### src/rtl/tmr_pkg.sv
package tmr_pkg;

  localparam int ADDR_W = 3;

  localparam logic [ADDR_W-1:0] A_TOP   = 3'd0;
  localparam logic [ADDR_W-1:0] A_START = 3'd1;
  localparam logic [ADDR_W-1:0] A_THR   = 3'd2;
  localparam logic [ADDR_W-1:0] A_CTRL  = 3'd3;
  localparam logic [ADDR_W-1:0] A_CLR   = 3'd4;

  // Control byte, MSB first
  typedef struct packed {
    logic       irq_en;
    logic       center;
    logic       dual_edge;
    logic       combine;
    logic       mode_a;
    logic       mode_b;
    logic [1:0] edge_lvl;
  } ctrl_t;

  localparam int CTRL_W = $bits(ctrl_t);

  typedef enum logic [1:0] {
    CH_IDLE = 2'd0,
    CH_OC   = 2'd1,
    CH_PWM  = 2'd2
  } ch_mode_e;

  function automatic ch_mode_e decode_mode(input ctrl_t c);
    logic plain;
    plain = !c.center && !c.dual_edge && !c.combine;
    if (plain && c.mode_b)       return CH_PWM;
    else if (plain && c.mode_a)  return CH_OC;
    else                         return CH_IDLE;
  endfunction

  // Pin after an output-compare match
  function automatic logic oc_action(input logic pin, input logic [1:0] el);
    case (el)
      2'b01:   return !pin;
      2'b10:   return 1'b0;
      2'b11:   return 1'b1;
      default: return pin;
    endcase
  endfunction

endpackage

### src/rtl/tmr_regs.sv
module tmr_regs
  import tmr_pkg::*;
#(
  parameter int CW = 16
) (
  input  logic              clk,
  input  logic              rst_n,
  input  logic              wr_en,
  input  logic [ADDR_W-1:0] wr_addr,
  input  logic [CW-1:0]     wr_data,
  output logic [CW-1:0]     top_q,
  output logic [CW-1:0]     start_q,
  output logic [CW-1:0]     thr_q,
  output ctrl_t             ctrl_q,
  output logic              flag_clr
);

  logic hit_top, hit_start, hit_thr, hit_ctrl;

  assign hit_top   = wr_en && (wr_addr == A_TOP);
  assign hit_start = wr_en && (wr_addr == A_START);
  assign hit_thr   = wr_en && (wr_addr == A_THR);
  assign hit_ctrl  = wr_en && (wr_addr == A_CTRL);
  assign flag_clr  = wr_en && (wr_addr == A_CLR) && wr_data[0];

  always_ff @(posedge clk or negedge rst_n) begin
    if (!rst_n) begin
      top_q   <= '0;
      start_q <= '0;
      thr_q   <= '0;
      ctrl_q  <= '0;
    end else begin
      if (hit_top)   top_q   <= wr_data;
      if (hit_start) start_q <= wr_data;
      if (hit_thr)   thr_q   <= wr_data;
      if (hit_ctrl)  ctrl_q  <= ctrl_t'(wr_data[CTRL_W-1:0]);
    end
  end

endmodule

### src/rtl/tmr_counter.sv
module tmr_counter #(
  parameter int CW = 16
) (
  input  logic          clk,
  input  logic          rst_n,
  input  logic [CW-1:0] top,
  input  logic [CW-1:0] start,
  output logic [CW-1:0] cnt,
  output logic [CW-1:0] cnt_nxt
);

  localparam logic [CW-1:0] ONE = CW'(1);

  logic wrap;

  function automatic logic at_top(input logic [CW-1:0] c, input logic [CW-1:0] t);
    return c >= t;
  endfunction

  assign wrap    = at_top(cnt, top);
  assign cnt_nxt = wrap ? start : (cnt + ONE);

  always_ff @(posedge clk or negedge rst_n) begin
    if (!rst_n) cnt <= '0;
    else        cnt <= cnt_nxt;
  end


  wrap_to_start_chk: assert property (@(posedge clk) disable iff (!rst_n)
    wrap |=> cnt == $past(start));


  count_step_chk: assert property (@(posedge clk) disable iff (!rst_n)
    !wrap |=> cnt == $past(cnt) + ONE);

endmodule

### src/rtl/tmr_chan.sv
module tmr_chan
  import tmr_pkg::*;
#(
  parameter int CW = 16
) (
  input  logic          clk,
  input  logic          rst_n,
  input  logic [CW-1:0] cnt,
  input  logic [CW-1:0] cnt_nxt,
  input  logic [CW-1:0] thr,
  input  ctrl_t         ctrl,
  input  logic          flag_clr,
  output logic          ch_out,
  output logic          ch_drive,
  output logic          flag_q,
  output logic          irq
);

  ch_mode_e mode;
  logic     match_evt;
  logic     pin_q;

  function automatic logic pwm_level(input logic [CW-1:0] c,
                                     input logic [CW-1:0] t,
                                     input logic          low_true);
    return (c < t) ^ low_true;
  endfunction

  assign mode      = decode_mode(ctrl);
  assign match_evt = (mode != CH_IDLE) && (cnt == thr);
  assign ch_drive  = (mode != CH_IDLE) && (ctrl.edge_lvl != 2'b00);
  assign ch_out    = ch_drive && pin_q;
  assign irq       = flag_q && ctrl.irq_en;

  always_ff @(posedge clk or negedge rst_n) begin
    if (!rst_n) begin
      pin_q <= 1'b0;
    end else begin
      case (mode)
        CH_PWM:  pin_q <= pwm_level(cnt_nxt, thr, ctrl.edge_lvl[0]);
        CH_OC:   if (match_evt) pin_q <= oc_action(pin_q, ctrl.edge_lvl);
        default: pin_q <= pin_q;
      endcase
    end
  end

  always_ff @(posedge clk or negedge rst_n) begin
    if (!rst_n)         flag_q <= 1'b0;
    else if (match_evt) flag_q <= 1'b1;
    else if (flag_clr)  flag_q <= 1'b0;
  end


  flag_set_chk: assert property (@(posedge clk) disable iff (!rst_n)
    match_evt |=> flag_q);


  flag_sticky_chk: assert property (@(posedge clk) disable iff (!rst_n)
    (flag_q && !flag_clr) |=> flag_q);


  flag_clr_chk: assert property (@(posedge clk) disable iff (!rst_n)
    (flag_clr && !match_evt) |=> !flag_q);


  oc_hold_chk: assert property (@(posedge clk) disable iff (!rst_n)
    (mode == CH_OC && !match_evt) |=> $stable(pin_q));

endmodule

### src/rtl/tmr_channel.sv
module tmr_channel
  import tmr_pkg::*;
#(
  parameter int CNT_W = 16
) (
  input  logic              clk,
  input  logic              rst_n,
  input  logic              wr_en,
  input  logic [ADDR_W-1:0] wr_addr,
  input  logic [CNT_W-1:0]  wr_data,
  output logic [CNT_W-1:0]  count,
  output logic              ch_out,
  output logic              ch_drive,
  output logic              chan_flag,
  output logic              irq
);

  logic [CNT_W-1:0] top_q, start_q, thr_q, cnt_nxt;
  ctrl_t            ctrl_q;
  logic             flag_clr;

  tmr_regs #(.CW(CNT_W)) u_regs (
    .clk(clk), .rst_n(rst_n), .wr_en(wr_en), .wr_addr(wr_addr),
    .wr_data(wr_data), .top_q(top_q), .start_q(start_q), .thr_q(thr_q),
    .ctrl_q(ctrl_q), .flag_clr(flag_clr)
  );

  tmr_counter #(.CW(CNT_W)) u_cnt (
    .clk(clk), .rst_n(rst_n), .top(top_q), .start(start_q),
    .cnt(count), .cnt_nxt(cnt_nxt)
  );

  tmr_chan #(.CW(CNT_W)) u_chan (
    .clk(clk), .rst_n(rst_n), .cnt(count), .cnt_nxt(cnt_nxt), .thr(thr_q),
    .ctrl(ctrl_q), .flag_clr(flag_clr), .ch_out(ch_out), .ch_drive(ch_drive),
    .flag_q(chan_flag), .irq(irq)
  );

endmodule

### config.mk
export PLATFORM = sky130hd
export DESIGN_NAME = tmr_channel
export DESIGN_NICKNAME = d
export VERILOG_FILES = /design/src/rtl/tmr_pkg.sv /design/src/rtl/tmr_regs.sv /design/src/rtl/tmr_counter.sv /design/src/rtl/tmr_chan.sv /design/src/rtl/tmr_channel.sv
export SDC_FILE = /design/constraint.sdc
export NUM_CORES = 1
export LEC_CHECK = 0
export BUFFER_PORTS_ARGS = -buffer_cell sky130_fd_sc_hd__buf_4
export CAP_MARGIN = 20
export CORE_ASPECT_RATIO = 1.2
export CORE_MARGIN = 2
export CORE_UTILIZATION = 55
export DETAILED_ROUTE_END_ITERATION = 12
export PLACE_DENSITY = 0.73
export SKIP_CTS_REPAIR_TIMING = 1
export SLEW_MARGIN = 20
export SYNTH_ARGS = -nofsm -noshare
export SYNTH_HDL_FRONTEND = slang
export SYNTH_SLANG_ARGS = --single-unit
### constraint.sdc
create_clock -name clk -period 3.98 [get_ports clk]
set_input_delay 0.796 -clock clk [delete_from_list [all_inputs] [get_ports clk]]
set_output_delay 0.796 -clock clk [all_outputs]
set_load 0.05 [all_outputs]
# Word level (Yosys, flattened, before mapping)
# Index checks and enable logic that the tools add are counted.
[word_totals]
latch_bits = 0
ramBits = 0
inputBits = 22
ff_bits = 74
rom_bits = 0
elab_cells = 61
memories = 0
output_inout_bits = 20
[op_classes]
n_mul = 0
n_bitwise = 1
n_reduce_logical = 24
div_mod_pow = 0
shifts = 0
mux = 8
eq_ne = 12
order_cmp = 2
add_sub_neg = 1
[op_table]
columns = ["op", "count"]
rows = [
  ["$add 16x1->16 const B", 1],
  ["$eq 16x16->1", 1],
  ["$ge 16x16->1", 1],
  ["$lt 16x16->1", 1],
  ["$mux 16", 1],
  ["$logic_and 1x1->1", 14],
  ["$reduce_bool 2->1", 4],
  ["$eq 2x2->1 const B", 3],
  ["$eq 3x2->1 const B", 2],
  ["$eq 2x1->1 const B", 2],
  ["$logic_not 1->1", 4],
  ["$mux 1", 4],
  ["$ne 4x4->1 const B", 1],
  ["$eq 3x1->1 const B", 1],
  ["$eq 3x3->1 const B", 1],
  ["$logic_not 3->1", 1],
  ["$pmux 1 s3", 1],
  ["$reduce_and 3->1", 1],
  ["$mux 2", 1],
  ["$ne 2x1->1 const B", 1],
  ["$pmux 1 s2", 1],
  ["$xor 1x1->1", 1],
]

# Depth between registers and ports, before layout
# Gate-level depths: netlist (run 1).
[logic_depth]
ltp_word = 10
depth_mapped = 17
depth_no_buf = 16

# Cells and area by module
# From an unflattened synthesis (run 1), not the netlist that was laid out.
[hier_totals]
cells_unflattened = 340
hier_area_um2 = 4171.5
[modules_own_cells]
columns = ["mod", "cells_per_inst", "instances", "area_per_inst_um2", "seq_area_each_um2"]
rows = [
  ["tmr_regs", 123, 1, 2155.8, 1401.3],
  ["tmr_counter", 124, 1, 1291.2, 400.4],
  ["tmr_chan", 93, 1, 724.4, 50.0],
]

# Worst setup path after synthesis (run 1)
# No wires, ideal clock.
[synth_timing]
path_kind = "register to register"
from = "register u_cnt.cnt[1]"
to = "register u_chan.pin_q"
synth_period_minus_slack_ns = 3.898
n_path_buf = 1
slack_ns = 0.082
path_stages_with_launch = 16
required_ns = 3.911
t_arrival_ns = 3.829
setup_ns = 0.069
path_cell_list = "dfrtp_1 -> ha_1 -> nor2b_1 -> o211a_1 -> o311ai_2 -> nand3_1 -> clkbuf_1 -> o21ai_0 -> ha_1 -> a21o_1 -> a221o_1 -> a221oi_1 -> o21ai_0 -> a31oi_2 -> mux2_1 -> nand3_1"
[synth_via]
elab_chain_len = 5
elab_cells_between_ends = 10
classes_between = "1 x add/sub; 2 x order compare; 2 x eq/ne; 2 x mux; 1 x bitwise; 2 x reduce/logical"
[synth_rtl]
columns = ["item", "line", "rtl"]
rows = [
  ["start: declaration", "tmr_counter.sv:8", "output logic [CW-1:0] cnt,"],
  ["start signal: assignment", "tmr_counter.sv:25", "else cnt <= cnt_nxt;"],
  ["$add 16x1->16 or $ge 16x16->1 (tied branches)", "tmr_counter.sv:21, tmr_counter.sv:17", ""],
  ["$mux 16 (*)", "tmr_counter.sv:21", "assign cnt_nxt = wrap ? start : (cnt + ONE);"],
  ["named net cnt_nxt[9]", "tmr_channel.sv:18", "logic [CNT_W-1:0] top_q, start_q, thr_q, cnt_nxt;"],
  ["$lt 16x16->1 (*)", "tmr_chan.sv:26", "return (c < t) ^ low_true;"],
  ["$xor 1x1->1 (*)", "tmr_chan.sv:26", ""],
  ["$pmux 1 s2 (*)", "tmr_chan.sv:39", "case (mode)"],
  ["end signal: assignment", "tmr_chan.sv:40", "CH_PWM: pin_q <= pwm_level(cnt_nxt, thr, ctrl.edge_lvl[0]);"],
  ["end signal: assignment", "tmr_chan.sv:41", "CH_OC: if (match_evt) pin_q <= oc_action(pin_q, ctrl.edge_lvl);"],
  ["end signal: assignment", "tmr_chan.sv:42", "default: pin_q <= pin_q;"],
  ["end: declaration", "tmr_chan.sv:21", "logic pin_q;"],
]
# Mark *: on every way through the listed nets, which the timed path passes. The rest lies on a longest branch.
# A chain may end at the register's enable or synchronous reset.

# Final worst setup path (run 1)
# Same ends and word-level chain as after synthesis.

==> parameters.txt, run 1 <==
Parameter                              Value

Yosys
  Post-synth net total ... 452
  Syn avg cell area ... 10.14 sq um
  Number of flops mapped to enable cells by yosys ... 0
  Post-synthesis compound-gate area fraction ... 11.29%
  Most frequent cells after synthesis ... 74 x dfrtp_1, 59 x nand2_1, 49 x o21ai_0, 32 x ha_1, 32 x inv_1
  Portion of netlist area occupied by mux cells ... 8.065%
  Post-synth ARST share ... 100.0%
  Most frequently used flop master after synthesis ... dfrtp_1
  Cell Area, Synth ... 0.004034 sq mm
  Largest cells by area after synthesis ... dfrtp_1 46%, ha_1 9.9%, mux2_2 7.5%
  Distinct cell type count after synthesis ... 44
  Share of synthesized cell area in full adder, half adder and majority cells ... 9.926%
  Number of instances in the synthesized netlist ... 398
  Largest family of logic cells by synthesized area ... simple AND/OR/NAND/NOR gates
  Leading area contributor after synthesis ... dfrtp_1
  Most used standard cell by instance count after synthesis ... dfrtp_1
  Number of warnings issued by yosys ... 0
  Seq/Total Area, Yosys ... 45.91%
  Share of synthesized cell area in and, or, nand and nor gates ... 13.71%
  Area share of xor/xnor cells in the synthesized design ... 6.700%
  Top cell type's share of synthesized area ... 45.91%
  Number of synthesized register bits ... 74

Global route
  Residual overflow from global routing ... 0
  Gr usage total ... 26.61%
  Number of global-route vias before repair ... 3,193
  Wire length of the first global-routing pass ... 15,880 microns
  Largest net degree at the start of global routing ... 75
  Number of antenna violations at the first check in global routing ... 0

Power
  Pwr Density ... 803.1 mW/mm^2
  Leakage power ... 2.231 nW
  Worst vdd rail ir drop ... 457.9 uV
  Total Power Consumption ... 0.003907 W

Hold path
  Origin of the worst min-delay path ... u_regs.start_q[15]
  Path category of the worst min-delay check ... reg2reg
  Depth of the worst hold-timing path ... 1
  Hold path endpoint ... u_regs.start_q[15]

Layout
  Post-layout net count ... 512
  Cell Count, Final, Fillers Out ... 553
  Fill cell count ... 578
  Area growth syn-to-layout ... 20.60%
  Ant diodes ... 0
  Share of layout cells above drive strength 1 ... 25.27%

Routing
  Antenna-violating nets left ... 0
  Via total after detailed routing ... 3,110
  Remaining DRCs ... 0
  DR iter-0 viols ... 196
  Detailed-router iteration count before antenna repair ... 6
  Via density per instance ... 5.624
  Post-DR wirelength/cell ... 17.57 microns
  Routed WL ... 9716 microns

Timing
  Achievable frequency ... 267.2 MHz
  Number of slew-limit violations in the final report ... 0
  Final hold violation count ... 0
  Minimum clock period after layout ... 3743 ps
  Setup Viol. Count Final ... 0
  Final worst slack ... 236.8 ps
  Final worst clock skew ... 8.700 ps
  RSZ-0062 raised after global routing ... false
  Total negative slack for setup checks ... 0 ps
  Post-route clock period utilization ... 94.05%
  Slew HR ... 35.07%
  WHS ... 514.5 ps
  Actual slew at the worst max-slew pin ... 972.5 ps

Setup path
  End of the worst register-to-register path ... u_chan.pin_q
  Register-to-register setup slack ... 240 ps
  CP required ... 4280 ps
  Kind of end point of the critical path ... flop
  Category of the worst setup path launch point ... flop
  Crit Path Category ... reg2reg
  Reg-to-reg startpoint ... u_cnt.cnt[1]
  Length in cells of the worst reg-to-reg path ... 16
  Highest net fanout along the worst path ... 24
  Arrival time worst endpoint ... 4040 ps

Clock tree
  Root buffer cell ... clkbuf_8
  Clock latency on the worst-skew pair ... 350 ps
  Cts bufs inserted ... 9
  Clock tree buffer depth ... 2
  H-tree levels ... 3
  CTS tree ... built
  Reg clk slew, reported paths ... 80 ps
  Total number of clock tree sinks ... 74

Floorplanning
  Die Area ... 0.008038 sq mm
  Top-level I/O count ... 42
  Initial core utilization ... 56.11%
  Vertical die dimension ... 97.82 microns
  Placement row count ... 34
  Placeable core region ... 0.007189 sq mm
  Die outline width ... 82.18 microns

Place
  Post-Place Setup Slack ... 55.23 ps
  Cells after DPL ... 537
  Number of buffer cells added on primary ports ... 41
  Placer's final routability congestion estimate ... 0.8749
  Placed wire-length estimate ... 7143 microns

Job
  # Max-Cap Violations ... 0

Outcome
  Run status ... complete, no violations
-- worst max-delay path: stages, from the launching register on --
cell	delay, ps
dfrtp_1	390
ha_1	300
nor2b_1	130
o211a_1	250
o311ai_4	260
nand3_1	160
buf_6	200
nand2_1	100
o21ai_2	60
ha_1	300
and2_0	190
a221o_1	340
a221oi_2	270
o21ai_1	120
a31oi_2	190
mux2_1	350
nand3_1	70
-- final cells by class --
cell class / count / area [sq um] / area share [%]
multi-input combinational: 279 / 2077 / 42.70
sequential: 74 / 1852 / 38.07
clock buffer: 11 / 131.4 / 2.701
timing repair buffer: 62 / 469.2 / 9.645
inverter: 32 / 120.1 / 2.469
clock inverter: 5 / 102.6 / 2.109
tap: 90 / 112.6 / 2.315
-- per-stage QoR --
stage / util (%) / area, sq um
after floorplan: - / 4034
after global placement: 63.80 / 4587
after detailed placement: 63.80 / 4587
after CTS: 67.06 / 4821
after global routing: 67.66 / 4865
final: 67.66 / 4865
-- cell families (layout without fill, tap and decap cells) --
| logic type | Yosys count | after routing |
|---|---|---|
| AOI/OAI and AO/OA | 75 | 75 |
| DFF | 74 | 74 |
| and+or+nand+nor | 113 | 113 |
| adders and majority gates | 32 | 32 |
| muxes | 29 | 29 |
| buffers and inverters | 45 | 110 |
| xor gates and xnor gates | 30 | 30 |
-- worst max path at each step --
stage	start	end
CTS	u_cnt.cnt[7]	u_chan.pin_q
detailed placement	u_cnt.cnt[1]	u_chan.pin_q
finish	u_cnt.cnt[1]	u_chan.pin_q
floorplan	u_cnt.cnt[1]	u_chan.pin_q
global route	u_cnt.cnt[1]	u_chan.pin_q
global placement	u_cnt.cnt[1]	u_chan.pin_q
-- per-layer routing --
| layer | GRT usage (%) | part of all wire, % | vias to the layer above |
|---|---|---|---|
| met4 | 12.44 | 3.2 | 0 |
| met1 | 34.56 | 41 | 1503 |
| met5 | 0 | 0 | - |
| li1 | - | - | 1496 |
| met2 | 42.68 | 51 | 83 |
| met3 | 4.621 | 4.5 | 28 |
-- registers in the layout, summed over array words and instances, names as in the netlist --
name,flops
u_regs.top_q,16
u_cnt.cnt,16
u_regs.ctrl_q,8
u_regs.start_q,16
u_regs.thr_q,16
u_chan.flag_q,1
u_chan.pin_q,1
-- cell usage in the layout (no fill, tap or decap), drive strengths merged, types with 3 or more instances in the layout --
cell type	count
dfrtp	74
buf	62
nand2	59
o21ai	49
inv	32
ha	32
mux2	28
xnor2	18
nor2	13
xor2	12
nand4	11
clkbuf	11
nand3	8
o21a	5
a21o	5
nor3	5
a21oi	4
and4	3
bufinv	3
and2	3
-- power breakdown --
| part | internal, W | switching, W |
|---|---|---|
| combinational | 0.000843 | 0.00127 |
| sequential | 0.000965 | 0.000129 |
| clock | 0.000416 | 0.000284 |
| total | 0.00222 | 0.00168 |
Power figures use the tool's default switching activity.
==> inputs of run 2 (changes only) <==
--- a/config.mk
+++ b/config.mk
@@ -5,13 +5,12 @@
 export SDC_FILE = /design/constraint.sdc
 export NUM_CORES = 1
 export LEC_CHECK = 0
-export BUFFER_PORTS_ARGS = -buffer_cell sky130_fd_sc_hd__buf_4
 export CAP_MARGIN = 20
 export CORE_ASPECT_RATIO = 1.2
-export CORE_MARGIN = 2
 export CORE_UTILIZATION = 55
 export DETAILED_ROUTE_END_ITERATION = 12
-export PLACE_DENSITY = 0.73
+export DONT_BUFFER_PORTS = 1
+export PLACE_DENSITY = 0.68
 export SKIP_CTS_REPAIR_TIMING = 1
 export SLEW_MARGIN = 20
 export SYNTH_ARGS = -nofsm -noshare
==> run 2 against run 1 <==
  * Final area down 8.2%
  * Combinational power down 11%
  * Die area down 4.4%
  * Fmax down 1.4%
  * Routed wire length down 3.3%
  * Worst hold slack worse by 380 ps
  * Clock power down 25%
  * Critical endpoint unchanged
  * Highest routed layer unchanged
==> parameters.txt, run 2 (synthesis results as in run 1) <==
Parameter                              Value

Place
  Placer's final routability congestion estimate ... 0.8645
  Number of buffer cells added on primary ports ... 0
  Placed wire-length estimate ... 6768 microns
  Post-Place Setup Slack ... 106.2 ps
  Cells after DPL ... 493

Clock tree
  Clock tree buffer depth ... 2
  CTS tree ... built
  Clock latency on the worst-skew pair ... 350 ps
  Reg clk slew, reported paths ... 80 ps
  Cts bufs inserted ... 9
  Root buffer cell ... clkbuf_8
  H-tree levels ... 3
  Total number of clock tree sinks ... 74

Layout
  Utilization after layout ... 64.00%
  Ant diodes ... 0
  Commonest cells after routing, fill and taps aside ... 74 x dfrtp_1, 59 x nand2_1, 46 x o21ai_0
  Share of layout cells above drive strength 1 ... 16.86%
  Area growth syn-to-layout ... 10.70%
  Fill cell count ... 588
  Combined area of the multi-input logic cells ... 0.002043 sq mm
  Post-layout net count ... 471
  Area used by sequential logic in the layout ... 0.001852 sq mm
  Most common library cell in the layout ignoring fill and taps ... dfrtp_1
  Cell Count, Final, Fillers Out ... 508

Floorplanning
  Die outline width ... 80.18 microns
  Die Area ... 0.007682 sq mm
  Initial core utilization ... 57.81%
  Placement row count ... 33
  Placeable core region ... 0.006978 sq mm
  Top-level I/O count ... 42
  Vertical die dimension ... 95.82 microns

Setup path
  Category of the worst setup path launch point ... flop
  Highest net fanout along the worst path ... 31
  Crit Path Category ... reg2reg
  Reg-to-reg startpoint ... u_cnt.cnt[1]
  Register-to-register setup slack ... 180 ps
  Number of buffer and inverter instances along the worst setup path ... 1
  Length in cells of the worst reg-to-reg path ... 15
  Levels on crit path ... 15
  Max incr delay on CP ... 380 ps
  End of the worst register-to-register path ... u_chan.pin_q
  CP required ... 4260 ps
  Crit-path cells ... ha_1 -> nor2b_1 -> o211a_1 -> o311ai_2 -> nand3_1 -> buf_12 -> o21ai_1 -> ha_1 -> a21o_1 -> a221o_1 -> a221oi_2 -> o21ai_0 -> a31oi_2 -> mux2_1 -> nand3_1
  Kind of end point of the critical path ... flop
  Arrival time worst endpoint ... 4080 ps
  Highest-delay cell along the critical path ... dfrtp_1
  Worst path top cell family by delay ... compound AO/OA/AOI/OAI gates

Timing
  Actual slew at the worst max-slew pin ... 921.6 ps
  Post-route clock period utilization ... 95.41%
  WHS ... 131.4 ps
  Number of slew-limit violations in the final report ... 0
  Slew HR ... 38.47%
  Final worst clock skew ... 6.564 ps
  RSZ-0062 raised after global routing ... false
  Setup Viol. Count Final ... 0
  Achievable frequency ... 263.4 MHz
  Final hold violation count ... 0
  Final worst slack ... 182.8 ps
  Minimum clock period after layout ... 3797 ps
  Total negative slack for setup checks ... 0 ps

Global route
  Number of antenna violations at the first check in global routing ... 0
  Wire length of the first global-routing pass ... 15,160 microns
  Gr usage total ... 27.41%
  Residual overflow from global routing ... 0
  Number of global-route vias before repair ... 2,959
  Largest net degree at the start of global routing ... 75

Routing
  Routed WL ... 9391 microns
  Post-DR wirelength/cell ... 18.49 microns
  Met2 wirelength from detailed routing ... 4642 microns
  Top Layer Used ... met4
  DR iter-0 viols ... 138
  Wire length on met1 ... 4049 microns
  Remaining DRCs ... 0
  Via total after detailed routing ... 2,954
  Detailed-router iteration count before antenna repair ... 4
  Met3 wire length ... 506 microns
  Via density per instance ... 5.815
  Antenna-violating nets left ... 0

Power
  Pwr Density ... 784.6 mW/mm^2
  Leakage power ... 1.991 nW
  Worst vdd rail ir drop ... 376.6 uV

Hold path
  Path category of the worst min-delay check ... in2async

Outcome
  Run status ... complete, no violations

Job
  # Max-Cap Violations ... 0
run 2: how the worst max path moves through the flow:
stage | start | end | slack, ps
3_5_place_dp | u_cnt.cnt[1] | u_chan.pin_q | 110
5_1_grt | u_cnt.cnt[1] | u_chan.pin_q | 30
4_1_cts | u_cnt.cnt[1] | u_chan.pin_q | 50
6_report | u_cnt.cnt[1] | u_chan.pin_q | 180
3_3_place_gp | u_cnt.cnt[1] | u_chan.pin_q | 200
2_1_floorplan | u_cnt.cnt[1] | u_chan.pin_q | 80
run 2: power by group:
part           internal, W  leakage [nW]  switching [W]
clock             0.000257        0.0855       0.000271
sequential        0.000965         0.901       0.000131
combinational     0.000718          1.00        0.00116
total              0.00194          1.99        0.00156
run 2: metal layers:
metal	track usage [%]	vias up
met2	46.87	88
met3	5.687	17
met4	10.12	0
li1	-	1411
met1	34.19	1438
met5	0	-
run 2: area by class of cell:
class | instances | area share [%]
sequential | 74 | 41.47
tap | 87 | 2.438
clock inverter | 2 | 0.2802
inverter | 32 | 2.690
multi-input combinational | 279 | 45.76
timing repair buffer | 21 | 3.811
clock buffer | 13 | 3.558
run 2: metrics by stage:
stage / power, W / instance area, sq um
2_1_floorplan: 0.002424 / 4034
6_report: 0.003504 / 4466
5_1_grt: 0.003759 / 4466
3_3_place_gp: 0.002915 / 4288
3_5_place_dp: 0.002950 / 4288
4_1_cts: 0.003492 / 4459
==> inputs of run 3 (changes only) <==
--- a/config.mk
+++ b/config.mk
@@ -5,12 +5,12 @@
 export SDC_FILE = /design/constraint.sdc
 export NUM_CORES = 1
 export LEC_CHECK = 0
+export BUFFER_PORTS_ARGS = -buffer_cell sky130_fd_sc_hd__buf_4
 export CAP_MARGIN = 20
 export CORE_ASPECT_RATIO = 1.2
 export CORE_UTILIZATION = 55
 export DETAILED_ROUTE_END_ITERATION = 12
-export DONT_BUFFER_PORTS = 1
-export PLACE_DENSITY = 0.68
+export PLACE_DENSITY = 0.73
 export SKIP_CTS_REPAIR_TIMING = 1
 export SLEW_MARGIN = 20
 export SYNTH_ARGS = -nofsm -noshare
==> constraint.sdc (replaced) <==
create_clock -name clk -period 3.7 [get_ports clk]
set_input_delay 0.37 -clock clk [delete_from_list [all_inputs] [get_ports clk]]
set_output_delay 0.37 -clock clk [all_outputs]
set_load 0.05 [all_outputs]
==> run 3 against run 2 <==
  * The flow now finishes with violations (negative setup slack)
  * Via count increased by 7.2%
  * Clock power rose by 15%
  * Routed wire length is 4.6% higher
  * Combinational power grew 32%
  * Worst hold slack better by 33 ps
  * Sequential share of layout area shrank 4.0 points
  * Non-clock buffer count increased by 49
  * Sequential power up 8%
  * Setup slack worse by 190 ps
==> parameters.txt, run 3 (synthesis results as in run 1) <==
Parameter                              Value

Outcome
  Run status ... complete, but fails checks
  Failing checks ... negative setup slack

Routing
  Antenna-violating nets left ... 0
  Detailed-router iteration count before antenna repair ... 4
  Routed WL ... 9826 microns
  Post-DR wirelength/cell ... 17.64 microns
  DR iter-0 viols ... 150
  Remaining DRCs ... 0
  Via total after detailed routing ... 3,168
  Via density per instance ... 5.688

Setup path
  Category of the worst setup path launch point ... flop
  Kind of end point of the critical path ... flop
  Crit Path Category ... reg2reg
  Length in cells of the worst reg-to-reg path ... 17
  Arrival time worst endpoint ... 3990 ps
  Highest-delay cell along the critical path ... dfrtp_1
  Crit-path cells ... inv_2 -> ha_4 -> nor2b_4 -> o211a_1 -> o311ai_4 -> nand3_2 -> buf_6 -> nand2_2 -> o21ai_2 -> ha_1 -> buf_4 -> a221o_1 -> a221oi_2 -> o21ai_1 -> a31oi_2 -> mux2_4 -> nand3_2
  Reg-to-reg startpoint ... u_regs.top_q[1]
  Register-to-register setup slack ... -6 ps
  CP required ... 3990 ps
  Highest net fanout along the worst path ... 6
  End of the worst register-to-register path ... u_chan.pin_q
  Most frequent cell on the critical path ... nand3_2
  Max incr delay on CP ... 370 ps

Power
  Total Power Consumption ... 0.004282 W
  Switching share of power ... 43.74%
  Internal power component ... 0.002409 W
  Leakage power ... 2.273 nW
  Pwr Density ... 862.3 mW/mm^2
  Clock network fraction of total power ... 14.2%
  Worst vdd rail ir drop ... 542.1 uV
  Sequential group share of total power ... 27.8%
  Switching component of the power ... 0.001873 W
  Comb pwr share ... 58.0%

Floorplanning
  Placeable core region ... 0.006978 sq mm
  Top-level I/O count ... 42
  Vertical die dimension ... 95.82 microns
  Placement row count ... 33
  Initial core utilization ... 57.81%
  Die Area ... 0.007682 sq mm
  Die outline width ... 80.18 microns

Global route
  Largest net degree at the start of global routing ... 75
  Residual overflow from global routing ... 0
  Wire length of the first global-routing pass ... 15,750 microns
  Gr usage total ... 27.61%
  Number of antenna violations at the first check in global routing ... 0
  Number of global-route vias before repair ... 3,294

Timing
  Total negative slack for setup checks ... -6.266 ps
  Final worst clock skew ... 10.01 ps
  Setup Viol. Count Final ... 1
  Actual slew at the worst max-slew pin ... 950.4 ps
  Final hold violation count ... 0
  Minimum clock period after layout ... 3706 ps
  Final worst slack ... -6.266 ps
  Achievable frequency ... 269.8 MHz
  RSZ-0062 raised after global routing ... true
  Number of slew-limit violations in the final report ... 0
  Slew HR ... 36.64%
  Post-route clock period utilization ... 100.2%

Clock tree
  Root buffer cell ... clkbuf_8
  CTS tree ... built
  Clock latency on the worst-skew pair ... 350 ps
  Reg clk slew, reported paths ... 80 ps
  Cts bufs inserted ... 9
  H-tree levels ... 3
  Total number of clock tree sinks ... 74
  Clock tree buffer depth ... 2

Place
  Cells after DPL ... 536
  Placer's final routability congestion estimate ... 0.8651
  Number of buffer cells added on primary ports ... 41
  Post-Place Setup Slack ... 0.7541 ps
  Placed wire-length estimate ... 6902 microns

Layout
  Ant diodes ... 0
  Cell Count, Final, Fillers Out ... 557
  Share of layout cells above drive strength 1 ... 31.28%
  Post-layout net count ... 520
  Area growth syn-to-layout ... 23.11%
  Fill cell count ... 535
  Commonest cells after routing, fill and taps aside ... 66 x buf_4, 65 x dfrtp_1, 57 x nand2_1
  Utilization after layout ... 71.17%
  Most common library cell in the layout ignoring fill and taps ... buf_4

Hold path
  Path category of the worst min-delay check ... in2async

Job
  # Max-Cap Violations ... 0
run 3: power by group through the flow:
stage                     Clock, W  Combinational, W  Sequential [W]
final                     0.000607           0.00248         0.00119
after detailed placement         0           0.00214         0.00120
after global routing      0.000651           0.00269         0.00122
after global placement           0           0.00209         0.00119
after floorplan                  0           0.00108         0.00154
after CTS                 0.000617           0.00216         0.00119
run 3: worst max-delay path by stage:
| stage | from | endpoint | slack, ps | cells past startpoint |
|---|---|---|---|---|
| after global routing | u_regs.top_q[1] | u_chan.pin_q | -120 | 17 |
| after CTS | u_cnt.cnt[13] | u_chan.pin_q | -60 | 16 |
| after floorplan | u_cnt.cnt[1] | u_chan.pin_q | 20 | 15 |
| final | u_regs.top_q[1] | u_chan.pin_q | -6 | 17 |
| after detailed placement | u_cnt.cnt[1] | u_chan.pin_q | 0.8 | 15 |
| after global placement | u_cnt.cnt[13] | u_chan.pin_q | 60 | 16 |
run 3: critical path, delay by kind of cell (launching register included):
| family | cells | cell delay, ps |
|---|---|---|
| AOI/OAI and AO/OA | 7 | 1560 |
| adders and majority gates | 2 | 550 |
| buffers and inverters | 3 | 410 |
| DFF | 1 | 370 |
| muxes | 1 | 330 |
| and+or+nand+nor | 4 | 410 |
run 3: through the flow:
stage | hold slack, ps | cell area (sq um)
floorplan | 74.41 | 4046
global placement | 482.9 | 4609
detailed placement | 495.9 | 4609
CTS | 201.9 | 4793
global route | 237.6 | 4966
finish | 163.9 | 4966
run 3: metal layers:
layer | GRT usage [%] | wire length, microns | vias up
met5 | 0 | 0 | -
met4 | 13.10 | 208 | 0
met3 | 4.171 | 288 | 17
met2 | 48.72 | 5170 | 63
met1 | 32.98 | 4159 | 1582
li1 | - | - | 1506
run 3: final cells by class:
type,count,area (sq um),share of cell area [%]
clock buffer,10,127.6,2.570
clock inverter,5,56.30,1.134
inverter,32,120.1,2.419
multi-input combinational,279,2156,43.41
sequential,74,1863,37.52
tap,87,108.9,2.192
timing repair buffer,70,534.3,10.76
